===== config.mk =====
export PLATFORM = sky130hd
export DESIGN_NAME = ila_arbiter
export DESIGN_NICKNAME = d
export VERILOG_FILES = /design/src/rtl/ila_pkg.sv /design/src/rtl/ila_level_regs.sv /design/src/rtl/ila_qualify.sv /design/src/rtl/ila_select.sv /design/src/rtl/ila_arbiter.sv
export SDC_FILE = /design/constraint.sdc
export NUM_CORES = 1
export LEC_CHECK = 0
export BUFFER_PORTS_ARGS = -buffer_cell sky130_fd_sc_hd__buf_2
export CAP_MARGIN = 20
export CORE_UTILIZATION = 30
export CTS_CLUSTER_SIZE = 30
export DETAILED_ROUTE_END_ITERATION = 6
export GPL_TIMING_DRIVEN = 0
export HOLD_SLACK_MARGIN = 0.02
export PLACE_DENSITY = 0.5
export REMOVE_ABC_BUFFERS = 1
export SYNTH_ARGS = -nofsm -noshare
export SYNTH_HDL_FRONTEND = slang
export SYNTH_HIERARCHICAL = 1
export SYNTH_SLANG_ARGS = --single-unit

===== constraint.sdc =====
create_clock -name clk -period 8.23 [get_ports clk]
set_clock_uncertainty 0.2 [all_clocks]
set_input_delay 1.646 -clock clk [delete_from_list [all_inputs] [get_ports clk]]
set_output_delay 1.646 -clock clk [all_outputs]
set_load 0.01 [all_outputs]

===== src/rtl/ila_pkg.sv =====
package ila_pkg;

    localparam int LVL_W = 2;

    typedef logic [LVL_W-1:0] lvl_t;

    typedef enum logic [0:0] {
        ST_IDLE  = 1'b0,
        ST_GRANT = 1'b1
    } arb_state_t;

    // code 00 and 01 both mean the top level
    function automatic lvl_t decode_level(lvl_t code);
        return (code == 2'b00) ? 2'b01 : code;
    endfunction

    // CPU level 00 is treated as level 1
    function automatic lvl_t cpu_effective(lvl_t cpu);
        return (cpu == 2'b00) ? 2'b01 : cpu;
    endfunction

endpackage


===== src/rtl/ila_level_regs.sv =====
module ila_level_regs #(
    parameter int               NUM_SRC   = 12,
    parameter int               DATA_W    = 8,
    parameter int               ADDR_W    = 8,
    parameter logic [ADDR_W-1:0] BASE_ADDR = 8'h7C
) (
    input  logic                        clk,
    input  logic                        rst_n,
    input  logic                        bus_wr,
    input  logic [ADDR_W-1:0]           bus_addr,
    input  logic [DATA_W-1:0]           bus_wdata,
    output logic                        addr_hit,
    output logic [NUM_SRC*ila_pkg::LVL_W-1:0] codes
);
    import ila_pkg::*;

    localparam int FIELDS_PER_REG = DATA_W / LVL_W;
    localparam int NUM_REGS       = (NUM_SRC + FIELDS_PER_REG - 1) / FIELDS_PER_REG;

    logic [DATA_W-1:0]   regs [NUM_REGS];
    logic [NUM_REGS-1:0] reg_sel;

    for (genvar r = 0; r < NUM_REGS; r++) begin : g_reg
        localparam logic [ADDR_W-1:0] MY_ADDR = ADDR_W'(int'(BASE_ADDR) + r);

        assign reg_sel[r] = (bus_addr == MY_ADDR);

        always_ff @(posedge clk or negedge rst_n) begin
            if (!rst_n) begin
                regs[r] <= '1;
            end else if (bus_wr && reg_sel[r]) begin
                regs[r] <= bus_wdata;
            end
        end
    end

    assign addr_hit = |reg_sel;

    for (genvar n = 0; n < NUM_SRC; n++) begin : g_field
        localparam int REG_IDX = n / FIELDS_PER_REG;
        localparam int BIT_LO  = LVL_W * (n % FIELDS_PER_REG);
        assign codes[n*LVL_W +: LVL_W] = regs[REG_IDX][BIT_LO +: LVL_W];
    end

endmodule


===== src/rtl/ila_qualify.sv =====
module ila_qualify #(
    parameter int NUM_SRC = 12
) (
    input  logic [NUM_SRC*ila_pkg::LVL_W-1:0] codes,
    input  logic [NUM_SRC-1:0]                req,
    input  ila_pkg::lvl_t                     cpu_level,
    output logic [NUM_SRC*ila_pkg::LVL_W-1:0] levels,
    output logic [NUM_SRC-1:0]                qual
);
    import ila_pkg::*;

    lvl_t cpu_eff;
    assign cpu_eff = cpu_effective(cpu_level);

    for (genvar n = 0; n < NUM_SRC; n++) begin : g_src
        lvl_t dec;
        assign dec = decode_level(codes[n*LVL_W +: LVL_W]);
        assign levels[n*LVL_W +: LVL_W] = dec;
        // level 3 can never be below the effective CPU level (max 3)
        assign qual[n] = req[n] && (dec < cpu_eff);
    end

endmodule


===== src/rtl/ila_select.sv =====
module ila_select #(
    parameter int NUM_SRC = 12,
    parameter int SRC_W   = $clog2(NUM_SRC)
) (
    input  logic [NUM_SRC*ila_pkg::LVL_W-1:0] levels,
    input  logic [NUM_SRC-1:0]                qual,
    output logic                              found,
    output logic [SRC_W-1:0]                  win_src,
    output ila_pkg::lvl_t                     win_level
);
    import ila_pkg::*;

    always_comb begin
        lvl_t cand;
        found     = 1'b0;
        win_src   = '0;
        win_level = '0;
        for (int n = 0; n < NUM_SRC; n++) begin
            cand = levels[n*LVL_W +: LVL_W];
            // strict compare keeps the lowest index on ties
            if (qual[n] && (!found || cand < win_level)) begin
                found     = 1'b1;
                win_src   = SRC_W'(n);
                win_level = cand;
            end
        end
    end

endmodule


===== src/rtl/ila_arbiter.sv =====
module ila_arbiter #(
    parameter int                NUM_SRC   = 12,
    parameter int                DATA_W    = 8,
    parameter int                ADDR_W    = 8,
    parameter logic [ADDR_W-1:0] BASE_ADDR = 8'h7C,
    parameter int                SRC_W     = $clog2(NUM_SRC)
) (
    input  logic               clk,
    input  logic               rst_n,
    input  logic               bus_wr,
    input  logic               bus_rd,
    input  logic [ADDR_W-1:0]  bus_addr,
    input  logic [DATA_W-1:0]  bus_wdata,
    output logic [DATA_W-1:0]  bus_rdata,
    input  logic [NUM_SRC-1:0] irq_req,
    input  logic [1:0]         cpu_level,
    output logic               irq_accept,
    output logic [SRC_W-1:0]   irq_src,
    output logic [1:0]         irq_level
);
    import ila_pkg::*;

    localparam int CODE_W = NUM_SRC * LVL_W;

    logic [CODE_W-1:0]  codes;
    logic [CODE_W-1:0]  levels;
    logic [NUM_SRC-1:0] qual;
    logic               addr_hit;
    logic               found;
    logic [SRC_W-1:0]   win_src;
    lvl_t               win_level;

    arb_state_t state_q, state_d;

    ila_level_regs #(
        .NUM_SRC  (NUM_SRC),
        .DATA_W   (DATA_W),
        .ADDR_W   (ADDR_W),
        .BASE_ADDR(BASE_ADDR)
    ) u_regs (
        .clk      (clk),
        .rst_n    (rst_n),
        .bus_wr   (bus_wr),
        .bus_addr (bus_addr),
        .bus_wdata(bus_wdata),
        .addr_hit (addr_hit),
        .codes    (codes)
    );

    ila_qualify #(
        .NUM_SRC(NUM_SRC)
    ) u_qual (
        .codes    (codes),
        .req      (irq_req),
        .cpu_level(cpu_level),
        .levels   (levels),
        .qual     (qual)
    );

    ila_select #(
        .NUM_SRC(NUM_SRC),
        .SRC_W  (SRC_W)
    ) u_sel (
        .levels   (levels),
        .qual     (qual),
        .found    (found),
        .win_src  (win_src),
        .win_level(win_level)
    );

    // next-state logic
    always_comb begin
        state_d = state_q;
        unique case (state_q)
            ST_IDLE:  if (found)  state_d = ST_GRANT;
            ST_GRANT: if (!found) state_d = ST_IDLE;
            default:  state_d = ST_IDLE;
        endcase
    end

    // state register
    always_ff @(posedge clk or negedge rst_n) begin
        if (!rst_n) state_q <= ST_IDLE;
        else        state_q <= state_d;
    end

    // output registers
    always_ff @(posedge clk or negedge rst_n) begin
        if (!rst_n) begin
            irq_src   <= '0;
            irq_level <= '0;
            bus_rdata <= '0;
        end else begin
            unique case (state_d)
                ST_GRANT: begin
                    irq_src   <= win_src;
                    irq_level <= win_level;
                end
                default: begin
                    irq_src   <= '0;
                    irq_level <= '0;
                end
            endcase
            bus_rdata <= (bus_rd && addr_hit) ? '1 : '0;
        end
    end

    assign irq_accept = (state_q == ST_GRANT);

endmodule


# Word level (Yosys, flattened, before mapping)
# Cells that the tools add are included.
totals:
  mem_bits_rw: 0
  register_bits: 39
  memories: 0
  latchBits: 0
  rom_bits: 0
  in_bits: 34
op_classes:
  shift: 0
  div: 0
  reduce_logical: 63
  mul: 0
  magnitude_cmp: 23
  bitwise_logic: 0
  muxes: 52
  n_eq_ne: 3
  add_sub_neg: 0
ops:
  columns: ["cell", "count"]
  rows:
  - ["$mux 2", 28]
  - ["$lt 2x2->1", 23]
  - ["$logic_and 1x1->1", 27]
  - ["$logic_not 2->1", 13]
  - ["$eq 8x7->1 const B", 3]
  - ["$mux 4", 5]
  - ["$mux 1", 14]
  - ["$mux 3", 4]
  - ["$logic_not 1->1", 11]
  - ["$logic_or 1x1->1", 11]
  - ["$mux 8", 1]
  - ["$reduce_or 3->1", 1]

# Longest topological paths before layout
logic_depth:
  ltp_word: 51
  mapped_depth: 41
  depth_no_buf: 40

# By module
# Netlist, hierarchy kept.
modules_own_cells:
  columns: ["module", "n_inst", "area_each_um2", "cells_each", "seq_area_each_um2"]
  rows:
  - ["ila_select", 1, 1337.5, 198, 0.0]
  - ["ila_level_regs", 1, 1042.2, 57, 630.6]
  - ["ila_qualify", 1, 464.2, 63, 0.0]
  - ["ila_arbiter", 1, 296.5, 22, 200.2]

# Worst setup path before layout
# Ideal clock, no wire load.
synth_timing:
  path_type: "input -> register"
  start: "input port cpu_level[1]"
  end: "register irq_src[1]"
  path_buffers: 1
  path_slack_ns: -0.458
  t_arrival_ns: 8.369
  stages: 38
  cell_sequence: "inv_1 > ha_1 > o21ai_0 > and3b_1 > buf_6 > nand2_1 > ha_1 > a21oi_1 > o21ai_0 > mux2_2 > ha_1 > a2111oi_4 > nor2_2 > a21oi_4 > inv_2 > ha_1 > or2_2 > o21a_4 > [... 2 more ...] > o21ai_0 > a21oi_1 > a21oi_1 > a21oi_1 > inv_1 > ha_1 > o21ai_0 > o21a_1 > o31ai_1 > nor2_1 > a21oi_2 > mux2i_1 > ha_1 > o22ai_1 > and2_1 > a41o_4 > a211o_1 > and2_1"
synth_between:
  elab_cells_between_ends: 105
synth_lines:
  columns: ["item", "line_no", "text"]
  rows:
  - ["from (decl)", "ila_arbiter.sv:16", "input logic [1:0] cpu_level,"]
  - ["$logic_not 2->1", "ila_pkg.sv:19", "return (cpu == 2'b00) ? 2'b01 : cpu;"]
  - ["$mux 2 (*)", "ila_pkg.sv:19", null]
  - ["$lt 2x2->1 (*)", "ila_qualify.sv:20", "assign qual[n] = req[n] && (dec < cpu_eff);"]
  - ["$logic_and 1x1->1 (*)", "ila_qualify.sv:20", null]
  - ["named net qual[0]", "ila_arbiter.sv:27", "logic [NUM_SRC-1:0] qual;"]
  - ["$mux 2 / $mux 1 (equally long branches)", "ila_select.sv:21", "if (qual[n] && (!found || cand < win_level)) begin"]
  - ["$lt 2x2->1 / $logic_not 1->1 (equally long branches)", "ila_select.sv:21", null]
  - ["$logic_or 1x1->1", "ila_select.sv:21", null]
  - ["[... 36 more ...]", null, null]
  - ["$logic_and 1x1->1", "ila_select.sv:21", null]
  - ["$mux 2 / $mux 1 (equally long branches)", "ila_select.sv:21", null]
  - ["$lt 2x2->1 / $logic_not 1->1 (equally long branches)", "ila_select.sv:21", null]
  - ["$logic_or 1x1->1", "ila_select.sv:21", null]
  - ["$logic_and 1x1->1", "ila_select.sv:21", null]
  - ["$mux 4 (*)", "ila_select.sv:21", null]
  - ["named net win_src[1]", "ila_arbiter.sv:30", "logic [SRC_W-1:0] win_src;"]
  - ["$mux 4 (*)", "ila_arbiter.sv:94", "unique case (state_d)"]
  - ["to (signal assigned)", "ila_arbiter.sv:96", "irq_src <= win_src;"]
  - ["to (decl)", "ila_arbiter.sv:18", "output logic [SRC_W-1:0] irq_src,"]
# Mark *: on every way through the listed nets, which the timed path passes. The rest lies on a longest branch.
# A chain may end at the register's enable or synchronous reset.

# Final worst setup path
# Ends and elaborated chain as after synthesis.

==> results.md <==
- Arr. time, crit path: 8.11 ns
- Clk Latency, worst-skew pair: 0.28 ns
- Final core utilization: 38.8%
- Minimum clock period: 8.13 ns
- HPWL after DPL: just over 6000 um
- Fin crit share: 98.8%
- Class of the worst hold path: register to register
- Crit path kind: input pin to register
- Port Buffers: 48
- Final nets: between 400 and 500
- Post-Synth Simple-Gate Area: around 22%
- Vias in the first global route: between 2000 and 3000
- CP Launch Type: input pin
- Global route overflow: 0
- Worst slew pin tran: 0.748 ns
- Multiplexer area fraction after synthesis: about 11%
- Slew Viols, Final: 0
- Vias: roughly 2800
- Area grow syn2layout: 22.9%
- Crit path max fanout: 6
- Max-cap check violation count: 0
- Clk slew on worst S/H paths: around 0.070 ns
- Final ANT Viol Nets: 0
- Sequential-to-total area share from yosys stat: 26.5%
- Worst hold path cell count: 1
- Pwr per Cell Area: 133 nW/um^2
- Vias/cell: around 5.2
- Synth Warn #: 6
- Asr flop ratio synth: 100%
- GPL Wtd Cong: 0.858
- CTS tree: done
- Maximum VDD drop: around 0.00009 V
- Cell Area, Placed: roughly 3400 um^2
- H-tree Lvls: 2
- Yosys top cell by area: dfstp_2
- Main synth FF type: dfstp_2
- Setup violators final: 0
- Initial Utilization: a little under a third
- Fillers: 992
- Die ar.: 10900 um^2
- Antenna violations before repair: 0
- Root buffer cell: clkbuf_8
- Netlist cell types: 71
- Dominant cells by area after synthesis: dfstp_2, ha_1, dfrtp_1, mux2_2, o21ai_0
- First-pass GRT wire length: 13600 um
- R2r endpoint: irq_src[1]
- Hold Startpoint: u_regs/codes[10]
- Diodes inserted: 0
- Synth Area in XOR/XNOR: 0%
- Reg2Reg Setup Slack: 1.06 ns
- Post-synthesis compound-gate area fraction: 25.7%
- Die width: around 100 um
- Worst path required time: 8.20 ns
- Drt first pass iters: 4
- CP peak stage delay: 0.44 ns
- Main combinational cell family by area after synthesis: compound AO/OA/AOI/OAI gates
- Post-synth EDFFs: 0
- Critical Path End Type: register
- FF+latch area: 831 um^2
- Reg2Reg Depth: 30
- Initial DRC count: 125
- Post-Synth Adder-Cell Area: 7.41%
- Status: finished clean
- Static leakage: 1.66 nW
- RR Startpoint: u_regs/codes[1]
- Post-Synthesis Cells: 340
- Avg Cell Area, Syn: 9.24 um^2
- Worst Hold End: u_regs/codes[10]
- WL/cell: 15.5 um
- Gr usage total: 15.3%
- Die Ht: 104 um
- Multi-input gate area: 2270 um^2
- Post-synth top area share: 20.1%
- Ports: 49
- Hold Fails Final Rpt: 0
- RSZ-0062 raised after global routing: true
- Num CTS Buffers: 5
- Final instance area: roughly 3900 um^2
- Area of the core: 9950 um^2
- Crit-path most repeated cell: ha_4
- Synthesized area: 3140 um^2
- Peak Freq: ~120 MHz
- Slew margin rel.: 49.6%
- Yosys reg bits: 32
- Clock Tree Buf Depth: 2
- Std-Cell Rows: 36
- Num Clock Sinks: 32
- # DRC: 0
- DRT Wirelength: 8170 um
- Largest net degree at the start of global routing: 33
- Layout cells sized above 1: 46.3%
- Crit path max-delay cell type: o21ai_0
-- cells in the mapped netlist (all sizes together), types with 2 or more instances --
cell,count
a211o,2
and2,9
buf,10
mux2i,3
a41o,2
o21a,4
nor2b,2
o311ai,3
or4,2
and3b,12
mux2,25
inv,23
dfrtp,8
a211oi,3
a21boi,3
nand2b,17
a221oi,3
o31ai,5
nand3b,2
nor2,18
and3,2
o21ai,34
nand3,9
nor4b,2
nand2,26
a21oi,11
clkbuf,13
a21o,4
o211ai,12
ha,17
maj3,2
nor3,5
dfstp,24
a32oi,3
nor4,3
-- report_power, final --
group	switching, mW	internal, mW
clock	0.0587	0.0667
sequential	0.00923	0.175
combinational	0.110	0.0932
-- area by class of cell --
class	instances	area share (%)
clock buffers	6	2.14
clock inverters	2	0.259
inverters	23	2.33
multi-input cells	262	58.7
flip-flops and latches	32	21.5
well taps	133	4.31
repair buffers	70	10.8
-- worst max-delay path by stage --
| stage | startpoint | end | slack (ns) |
|---|---|---|---|
| after floorplan | cpu_level[1] | irq_src[1] | -0.54 |
| after global placement | cpu_level[1] | irq_src[1] | -1.76 |
| after detailed placement | cpu_level[1] | irq_src[1] | -1.81 |
| after CTS | cpu_level[1] | irq_src[1] | 0.003 |
| after global routing | cpu_level[1] | irq_src[1] | -0.18 |
| final | cpu_level[1] | irq_src[1] | 0.1 |
-- state kept, by name (all words and copies together), names as in the netlist --
signal        cells
irq_src           4
irq_level         2
bus_rdata         1
irq_accept        1
u_regs/codes     24
-- routing by layer --
metal	part of all wire, %	vias up	GRT usage, %	wire length (um)
met1	50	1351	21.2	4050
met3	2.5	4	1.50	202
li1	-	1352	-	-
met4	0.70	0	3.57	57
met5	0	-	0	0
met2	47	52	25.4	3860
-- critical path: cells and delay by family --
| family | cells | cell delay, ns |
|---|---|---|
| buffers and inverters | 4 | 0.41 |
| AO/OA/AOI/OAI | 14 | 3.21 |
| adder cells (fa/ha/maj) | 5 | 1.21 |
| AND/OR/NAND/NOR | 7 | 1.09 |
| multiplexers | 2 | 0.54 |
-- per-stage QoR --
step	hold WS, ns	TNS [ns]	total power [mW]	worst slack (ns)	std cells
after floorplan	0.398	-2.75	0.303	-0.536	317
after global placement	0.405	-10.08	0.353	-1.76	498
after detailed placement	0.408	-10.35	0.354	-1.81	498
after CTS	0.418	0	0.498	0.00312	521
after global routing	0.428	-0.626	0.544	-0.185	528
final	0.417	0	0.512	0.0971	528
-- cell usage in the layout (no fill, tap or decap), types with 5 or more instances in the layout --
master    count
buf_2        47
nand2_1      25
dfstp_2      24
o21ai_0      23
buf_4        22
inv_1        19
nand2b_1     17
mux2_2       16
nor2_1       14
ha_1         11
o211ai_1     11
and3b_1      10
nand3_1       9
mux2_4        9
and2_1        8
dfrtp_1       8
clkbuf_8      6
o21ai_1       5
ha_4          5
a21oi_2       5
a21oi_1       5
-- kinds of logic (layout without fill, tap and decap cells) --
| logic type | count (synthesis) | count (layout) |
|---|---|---|
| AOI/OAI and AO/OA | 103 | 103 |
| adders and majority gates | 19 | 19 |
| buffers and inverters | 46 | 101 |
| DFF | 32 | 32 |
| muxes | 28 | 28 |
| and+or+nand+nor | 112 | 112 |
-- repair_timing --
action	in CTS	in global routing
endpoints found under the setup margin	6	6
pin swaps	10	29
hold buffers	0	0
gates resized for setup	17	27
buffers inserted	15	7
Note: power is estimated with default switching activity, not from simulation.
